[src/rtl/rrc_pkg.sv]
package rrc_pkg;

    localparam int CAS_W   = 2;
    localparam int BURST_W = 2;
    localparam int BLANK_W = 2;
    localparam int WORD_W  = 3;

    typedef enum logic [2:0] {
        ST_IDLE   = 3'd0,
        ST_BLANK  = 3'd1,
        ST_HUNT   = 3'd2,
        ST_STROBE = 3'd3,
        ST_DRAIN  = 3'd4
    } rrc_state_e;

    typedef struct packed {
        logic [CAS_W-1:0]   cas;
        logic [BURST_W-1:0] burst;
        logic               edge_sel;
    } rrc_mode_t;

    // cycles after the command during which the strobe detect is ignored
    function automatic logic [BLANK_W-1:0] blank_cycles(input logic [CAS_W-1:0] cas);
        return (cas >= 2'd2) ? 2'd2 : 2'd1;
    endfunction

    // resynchronised words per burst (two beats per word)
    function automatic logic [WORD_W-1:0] words_per_burst(input logic [BURST_W-1:0] burst);
        logic [WORD_W-1:0] w;
        unique case (burst)
            2'd0:    w = 3'd1;
            2'd1:    w = 3'd2;
            default: w = 3'd4;
        endcase
        return w;
    endfunction

    function automatic logic is_half_cas(input logic [CAS_W-1:0] cas);
        return cas == 2'd1;
    endfunction

endpackage

[src/rtl/rrc_mode_regs.sv]
module rrc_mode_regs
    import rrc_pkg::*;
#(
    parameter int OFS_W = 2
) (
    input  logic               clk,
    input  logic               rst_n,
    input  logic               load_en,
    input  logic [CAS_W-1:0]   cas_in,
    input  logic [BURST_W-1:0] burst_in,
    input  logic [OFS_W-1:0]   ofs_in,
    input  logic               edge_in,
    output rrc_mode_t          mode,
    output logic [OFS_W-1:0]   ofs,
    output logic               resync_on_fall
);

    always_ff @(posedge clk or negedge rst_n) begin
        if (!rst_n) begin
            mode <= '0;
            ofs  <= '0;
        end else if (load_en) begin
            mode.cas      <= cas_in;
            mode.burst    <= burst_in;
            mode.edge_sel <= edge_in;
            ofs           <= ofs_in;
        end
    end

    // a half-cycle latency moves resync by 180 degrees: flip the edge
    assign resync_on_fall = mode.edge_sel ^ is_half_cas(mode.cas);

endmodule

[src/rtl/rrc_seq_fsm.sv]
module rrc_seq_fsm
    import rrc_pkg::*;
#(
    parameter int OFS_W    = 2,
    parameter int PEND_MAX = 3
) (
    input  logic               clk,
    input  logic               rst_n,
    input  logic               rd_cmd,
    input  logic               dqs_low,
    input  logic [BLANK_W-1:0] blank_len,
    input  logic [WORD_W-1:0]  word_len,
    input  logic [OFS_W:0]     drain_len,
    output logic               strobe_act,
    output logic               burst_last,
    output logic               idle
);

    localparam int PEND_W = $clog2(PEND_MAX + 1);
    localparam logic [PEND_W:0] PEND_CAP = (PEND_W + 1)'(PEND_MAX);

    rrc_state_e          state_q, state_d;
    logic [BLANK_W-1:0]  blank_q, blank_d;
    logic [WORD_W-1:0]   word_q,  word_d;
    logic [OFS_W:0]      drain_q, drain_d;
    logic [PEND_W-1:0]   pend_q,  pend_d;

    logic                accept_q;
    logic [PEND_W:0]     pend_inc;
    logic [PEND_W-1:0]   pend_sat;

    // commands arriving while a burst is being set up or gated are queued
    always_comb begin
        accept_q = rd_cmd && (state_q == ST_BLANK || state_q == ST_HUNT ||
                              state_q == ST_STROBE);
        pend_inc = {1'b0, pend_q} + {{PEND_W{1'b0}}, accept_q};
        pend_sat = (pend_inc > PEND_CAP) ? PEND_CAP[PEND_W-1:0] : pend_inc[PEND_W-1:0];
    end

    // next-state logic
    always_comb begin
        state_d = state_q;
        blank_d = blank_q;
        word_d  = word_q;
        drain_d = drain_q;
        pend_d  = pend_sat;
        unique case (state_q)
            ST_IDLE: begin
                if (rd_cmd) begin
                    state_d = ST_BLANK;
                    blank_d = blank_len;
                end
            end
            ST_BLANK: begin
                if (blank_q <= 2'd1) begin
                    state_d = ST_HUNT;
                end else begin
                    blank_d = blank_q - 2'd1;
                end
            end
            ST_HUNT: begin
                if (dqs_low) begin
                    state_d = ST_STROBE;
                    word_d  = word_len;
                end
            end
            ST_STROBE: begin
                if (word_q == 3'd1) begin
                    if (pend_sat != '0) begin
                        word_d = word_len;
                        pend_d = pend_sat - 1'b1;
                    end else begin
                        state_d = ST_DRAIN;
                        drain_d = drain_len;
                    end
                end else begin
                    word_d = word_q - 3'd1;
                end
            end
            ST_DRAIN: begin
                if (rd_cmd) begin
                    state_d = ST_BLANK;
                    blank_d = blank_len;
                end else if (drain_q == '0) begin
                    state_d = ST_IDLE;
                end else begin
                    drain_d = drain_q - 1'b1;
                end
            end
            default: begin
                state_d = ST_IDLE;
            end
        endcase
    end

    // state register
    always_ff @(posedge clk or negedge rst_n) begin
        if (!rst_n) begin
            state_q <= ST_IDLE;
            blank_q <= '0;
            word_q  <= '0;
            drain_q <= '0;
            pend_q  <= '0;
        end else begin
            state_q <= state_d;
            blank_q <= blank_d;
            word_q  <= word_d;
            drain_q <= drain_d;
            pend_q  <= pend_d;
        end
    end

    // outputs
    always_comb begin
        strobe_act = (state_q == ST_STROBE);
        burst_last = (state_q == ST_STROBE) && (word_q == 3'd1);
        idle       = (state_q == ST_IDLE);
    end

endmodule

[src/rtl/rrc_word_delay.sv]
module rrc_word_delay #(
    parameter int OFS_W = 2
) (
    input  logic             clk,
    input  logic             rst_n,
    input  logic             act_in,
    input  logic             last_in,
    input  logic [OFS_W-1:0] ofs,
    output logic             word_valid,
    output logic             burst_done
);

    localparam int STAGES = (1 << OFS_W) + 1;

    logic [STAGES-1:0] act_q;
    logic [STAGES-1:0] last_q;
    logic [OFS_W:0]    done_idx;

    for (genvar i = 0; i < STAGES; i++) begin : g_stage
        if (i == 0) begin : g_head
            always_ff @(posedge clk or negedge rst_n) begin
                if (!rst_n) begin
                    act_q[i]  <= 1'b0;
                    last_q[i] <= 1'b0;
                end else begin
                    act_q[i]  <= act_in;
                    last_q[i] <= last_in;
                end
            end
        end else begin : g_body
            always_ff @(posedge clk or negedge rst_n) begin
                if (!rst_n) begin
                    act_q[i]  <= 1'b0;
                    last_q[i] <= 1'b0;
                end else begin
                    act_q[i]  <= act_q[i-1];
                    last_q[i] <= last_q[i-1];
                end
            end
        end
    end

    assign done_idx   = {1'b0, ofs} + 1'b1;
    assign word_valid = act_q[ofs];
    assign burst_done = last_q[done_idx];

endmodule

[src/rtl/rd_resync_ctl.sv]
module rd_resync_ctl
    import rrc_pkg::*;
#(
    parameter int OFS_W    = 2,
    parameter int PEND_MAX = 3
) (
    input  logic               clk,
    input  logic               rst_n,
    input  logic               rd_cmd,
    input  logic               dqs_low,
    input  logic               cfg_load,
    input  logic [CAS_W-1:0]   cfg_cas,
    input  logic [BURST_W-1:0] cfg_burst,
    input  logic [OFS_W-1:0]   cfg_offset,
    input  logic               cfg_edge,
    output logic               strobe_gate_preset,
    output logic               rd_word_valid,
    output logic               rd_burst_done,
    output logic               resync_on_fall
);

    rrc_mode_t        mode;
    logic [OFS_W-1:0] ofs;
    logic             idle;
    logic             load_en;
    logic             strobe_act;
    logic             burst_last;
    logic [OFS_W:0]   drain_len;

    assign load_en   = idle && cfg_load && !rd_cmd;
    assign drain_len = {1'b0, ofs} + 1'b1;

    rrc_mode_regs #(.OFS_W(OFS_W)) u_mode (
        .clk            (clk),
        .rst_n          (rst_n),
        .load_en        (load_en),
        .cas_in         (cfg_cas),
        .burst_in       (cfg_burst),
        .ofs_in         (cfg_offset),
        .edge_in        (cfg_edge),
        .mode           (mode),
        .ofs            (ofs),
        .resync_on_fall (resync_on_fall)
    );

    rrc_seq_fsm #(.OFS_W(OFS_W), .PEND_MAX(PEND_MAX)) u_fsm (
        .clk        (clk),
        .rst_n      (rst_n),
        .rd_cmd     (rd_cmd),
        .dqs_low    (dqs_low),
        .blank_len  (blank_cycles(mode.cas)),
        .word_len   (words_per_burst(mode.burst)),
        .drain_len  (drain_len),
        .strobe_act (strobe_act),
        .burst_last (burst_last),
        .idle       (idle)
    );

    rrc_word_delay #(.OFS_W(OFS_W)) u_delay (
        .clk        (clk),
        .rst_n      (rst_n),
        .act_in     (strobe_act),
        .last_in    (burst_last),
        .ofs        (ofs),
        .word_valid (rd_word_valid),
        .burst_done (rd_burst_done)
    );

    assign strobe_gate_preset = strobe_act;

endmodule

[config.mk]
export PLATFORM = sky130hd
export DESIGN_NAME = rd_resync_ctl
export DESIGN_NICKNAME = d
export VERILOG_FILES = /design/src/rtl/rrc_pkg.sv /design/src/rtl/rrc_mode_regs.sv /design/src/rtl/rrc_seq_fsm.sv /design/src/rtl/rrc_word_delay.sv /design/src/rtl/rd_resync_ctl.sv
export SDC_FILE = /design/constraint.sdc
export NUM_CORES = 1
export LEC_CHECK = 0
export BUFFER_PORTS_ARGS = -buffer_cell sky130_fd_sc_hd__buf_2
export CORE_MARGIN = 4
export CORE_UTILIZATION = 45
export DETAILED_ROUTE_END_ITERATION = 16
export MAX_ROUTING_LAYER = met4
export SLEW_MARGIN = 30
export SYNTH_ARGS = -nofsm -noshare
export SYNTH_HDL_FRONTEND = slang
export SYNTH_SLANG_ARGS = --single-unit
export TNS_END_PERCENT = 5
[constraint.sdc]
create_clock -name clk -period 2.6 [get_ports clk]
set_input_delay 0.39 -clock clk [delete_from_list [all_inputs] [get_ports clk]]
set_output_delay 0.39 -clock clk [all_outputs]
set_load 0.05 [all_outputs]
Yosys cells after proc, flatten, opt, wreduce, memory -nomap -nowiden
Cells that the tools add are included.
{ "classes": {"addsub": 6, "order_cmp": 5, "n_eq_ne": 18, "n_mux": 30, "n_bitwise": 1, "reduce_logical": 19} }
{ "ops": {"columns": ["operator", "count"], "rows": [
  ["$mux 3", 14],
  ["$pmux 3 s2", 3],
  ["$ne 2x2->1 const B", 8],
  ["$pmux 3 s5", 1],
  ["$mux 2", 7],
  ["$reduce_bool 2->1", 4],
  ["$eq 3x1->1 const B", 2],
  ["$eq 3x2->1 const B", 2],
  ["$logic_not 3->1", 2],
  ["$reduce_and 3->1", 2],
  ["$reduce_and 6->1", 1],
  ["$sub 3x1->3 const B", 2],
  ["$reduce_and 5->1", 1],
  ["$eq 2x1->1 const B", 2],
  ["$logic_and 1x1->1", 4],
  ["$lt 2x4->1 const B", 1],
  ["$lt 3x4->1 const B", 1],
  ["$pmux 2 s2", 1],
  ["$sub 2x1->2 const B", 2],
  ["$add 2x1->3", 1],
  ["$add 2x1->3 const B", 1],
  ["$bmux 1 s3", 1],
  ["$eq 3x3->1 const B", 1],
  ["$gt 3x2->1 const B", 1],
  ["other kinds (12)", 14]
]} }
{ "word_totals": {"ff_bits": 29, "in_bits": 12, "output_inout_bits": 4, "wordCells": 97} }

Depth between registers and ports, before layout
{ "depth": {"depth_word": 11, "depth_mapped": 8, "ltp_nobuf": 7} }

Hierarchy
Synthesis repeated with hierarchy kept, for this count alone.
{ "unflattened": {"hier_cells": 138, "area_unflattened_um2": 1581.5} }
{ "modules_own_cells": {"columns": ["module", "instances", "cells_each", "area_each_um2", "seq_area_each_um2"], "rows": [
  ["rrc_seq_fsm", 1, 96, 922.1, 325.3],
  ["rrc_mode_regs", 1, 17, 306.5, 175.2],
  ["rrc_word_delay", 1, 17, 306.5, 225.2],
  ["rd_resync_ctl", 1, 8, 46.3, 0.0]
]} }

Least setup slack after synthesis
No wires, ideal clock.
{ "synth_timing": {"path_type": "flip-flop to output port", "startpoint": "reg u_mode.ofs[0]", "endpoint": "out rd_burst_done", "arrival_ns": 2.086, "required_ns": 2.210, "setup_slack_ns": 0.124, "stages_incl_launch_ff": 5, "path_cell_list": "dfrtp_1 ha_1 mux4_2 inv_1 o21ai_0"} }
{ "synth_via": {"elab_chain_cells": 3} }
{ "synth_lines": {"columns": ["element", "line_no", "text"], "rows": [
  ["from (decl)", "rrc_mode_regs.sv:14", "output logic [OFS_W-1:0] ofs,"],
  ["from (signal assigned)", "rrc_mode_regs.sv:26", "ofs <= ofs_in;"],
  ["$add 2x1->3", "rrc_word_delay.sv:43", "assign done_idx = {1'b0, ofs} + 1'b1;"],
  ["$bmux 1 s3", "rrc_word_delay.sv:45", "assign burst_done = last_q[done_idx];"],
  ["$mux 1 (implied by the code)", "rrc_word_delay.sv:45", null],
  ["to (decl)", "rd_resync_ctl.sv:18", "output logic rd_burst_done,"]
]} }
Every way passes these cells. The select of a mux whose other input is x is not followed.

Worst setup path in the final report
Ends and elaborated chain as after synthesis.

==> results.toml <==
[status]
status = "finished clean"

[synthesis]
synth_seq_cells = 29
synth-async-reset-ratio_pct = 100.0
synth_top_area_share_pct = 49.45
yosys-top-cells-area = "dfrtp_1, mux2_2, ha_1"
synth_warnings = 0
synth_cells = 120
synth_largest_area_cell = "dfrtp_1"
synth.avg_cell_area_um2 = 12.23
syn_area_um2 = 1468
yosys_most_used_dff = "dfrtp_1"
synth-edff-count = 0
synth_nets = 139
yosysUniqueCellTypes = 40
seq_area_frac_synth_pct = 49.45

[setup_path]
critPathLaunchType = "flip-flop"
cp.required_ns = 2.21
cp_data_arrival_time_ns = 1.81
worstSetupEndpointType = "primary output"
critical_path_class = "flip-flop to primary output"
cp_max_fo = 6

[sta]
fmax_ghz = 0.4543
period_share_pct = 84.66
setup_tns_ns = 0
tightest_slew_ns = 0.6449
layout_min_cycle_time_ns = 2.201
finalSetupViolations = 0
relSlewSlack_pct = 57.01
fin_hold_ws_ns = 0.08614
rsz0062_at_grt = "false"
slew_viol_final = 0
clock_skew_ns = 0.008142
hold_viol = 0

[clocking]
hold_buffers = 0
cts_tree = "built"
numCtsBuffers = 5
htreeDepth = 2
postCtsSetupBuffers = 0
cts_sinks = 29
clock_path_buffers = 2
root_buffer = "clkbuf_4"
clkSlewWorstSetupHoldPaths_ns = 0.09
clock_latency_ns = 0.32
cts_resized = 0

[grt]
grt-ovfl-total = 0
grt_pass1_vias = 961
grt_max_degree = 30
antenna_found_initial = 0
grt_pass1_wl_um = 4533
grtUsageTotal_pct = 14.70

[place]
place_congestion = 0.7810
hpwl_um = 1826
portBuffers = 15
postPlaceCellArea_um2 = 1578

[die]
io_pins = 16
fp.dieW_um = 65.11
core_area_um2 = 3078
fp.dieArea_um2 = 4239
initial_core_util_pct = 47.68
die_y_um = 65.11
rows = 20

[drt]
drt-total-wl_um = 2488
drc = 0
drtAntennaViolNets = 0
via_count = 915
wl_per_cell_um = 13.45
vias_per_cell = 4.946
dr.pass1.iters = 4
initialDrtViolationCount = 60

[cells_and_area]
fin_area_um2 = 1629
nets = 159
layout_common_cells = "dfrtp_1, buf_2, nor2_1"
mostFrequentLayoutCell = "dfrtp_1"
n_antenna_cell = 0
layout-drive-gt1-share_pct = 32.62
area_growth_pct = 11.00

[min_path]
min_path_type = "primary input to async pin"

[pwr]
p_per_area_nw_per_um2 = 1232
peakVddDrop_uv = 464.0
p_leak_nw = 0.7646

[run]
cap_violations = 0
-- state kept, by name, indices dropped and copies added (netlist names) --
name            count
u_delay.act_q       4
u_fsm.blank_q       2
u_fsm.drain_q       3
u_mode.ofs          2
u_fsm.pend_q        2
u_mode.mode         5
u_delay.last_q      5
u_fsm.state_q       3
u_fsm.word_q        3
-- area by class of cell --
type / instances / area, um^2
fill: 292 / 1449
sequential: 29 / 725.7
multi-input combinational: 80 / 684.4
timing repair buffer: 16 / 82.58
tap: 44 / 55.05
clock buffer: 6 / 41.29
inverter: 8 / 30.03
clock inverter: 2 / 10.01
-- where the power goes --
group,total (W),internal (W),switching (W)
logic,0.000950,0.000408,0.000542
registers,0.000805,0.000657,0.000147
clock network,0.000252,0.000103,0.000150
-- layer usage --
layer	part of all wire [%]	wire length, um	vias up	GRT usage [%]
met4	1.2	30	0	6.218
met1	46	1150	430	18.78
met2	48	1197	15	21.97
li1	-	-	466	-
met5	0	0	-	-
met3	4.4	109	4	4.274
-- per-stage QoR --
step	util [%]	setup slack [ns]	power, W	cells
floorplan	-	0.1242	0.001566	120
global placement	51.26	0.6053	0.001744	177
detailed placement	51.26	0.5203	0.001769	177
CTS	52.93	0.3640	0.002030	185
global route	52.93	0.2630	0.002197	185
finish	52.93	0.3989	0.002007	185
-- path summary, 6_finish.rpt --
check	start	endpoint	slack, ns	depth (start not counted)
worst max-delay path	u_mode.ofs[0]	rd_burst_done	0.40	5
worst min-delay path	rst_n	u_fsm.pend_q[1]	0.09	1
worst max register to register	u_fsm.state_q[1]	u_fsm.word_q[0]	0.48	7
worst min register to register	u_delay.last_q[1]	u_delay.last_q[2]	0.38	0
max in group asynchronous	rst_n	u_fsm.drain_q[0]	2.09	1
min in group clk	cfg_burst[0]	u_mode.mode[1]	0.30	2
-- cell families (layout without fill, tap and decap cells) --
| group | Yosys count | count (layout) | synth area share, % |
|---|---|---|---|
| buf+inv | 11 | 32 | 3.921 |
| compound gates | 17 | 17 | 8.951 |
| mux | 14 | 14 | 11.94 |
| flops | 29 | 29 | 49.45 |
| fa+ha+maj | 8 | 8 | 6.735 |
| simple gates | 39 | 39 | 17.82 |
| xor+xnor | 2 | 2 | 1.194 |
-- worst max-delay path, cell delays in order (launching register included) --
cell	delay, ns
dfrtp_1	0.47
ha_1	0.37
mux4_2	0.22
inv_1	0.03
o21ai_0	0.12
buf_2	0.28
-- cell usage after synthesis (3+ instances only) --
cell	count
dfrtp_1	29
nor2_1	10
inv_1	8
mux2_2	8
ha_1	7
nand2b_1	6
mux2i_1	4
nand2_1	4
a21oi_1	3
o21ai_0	3
(Power assumes the default switching activity.)
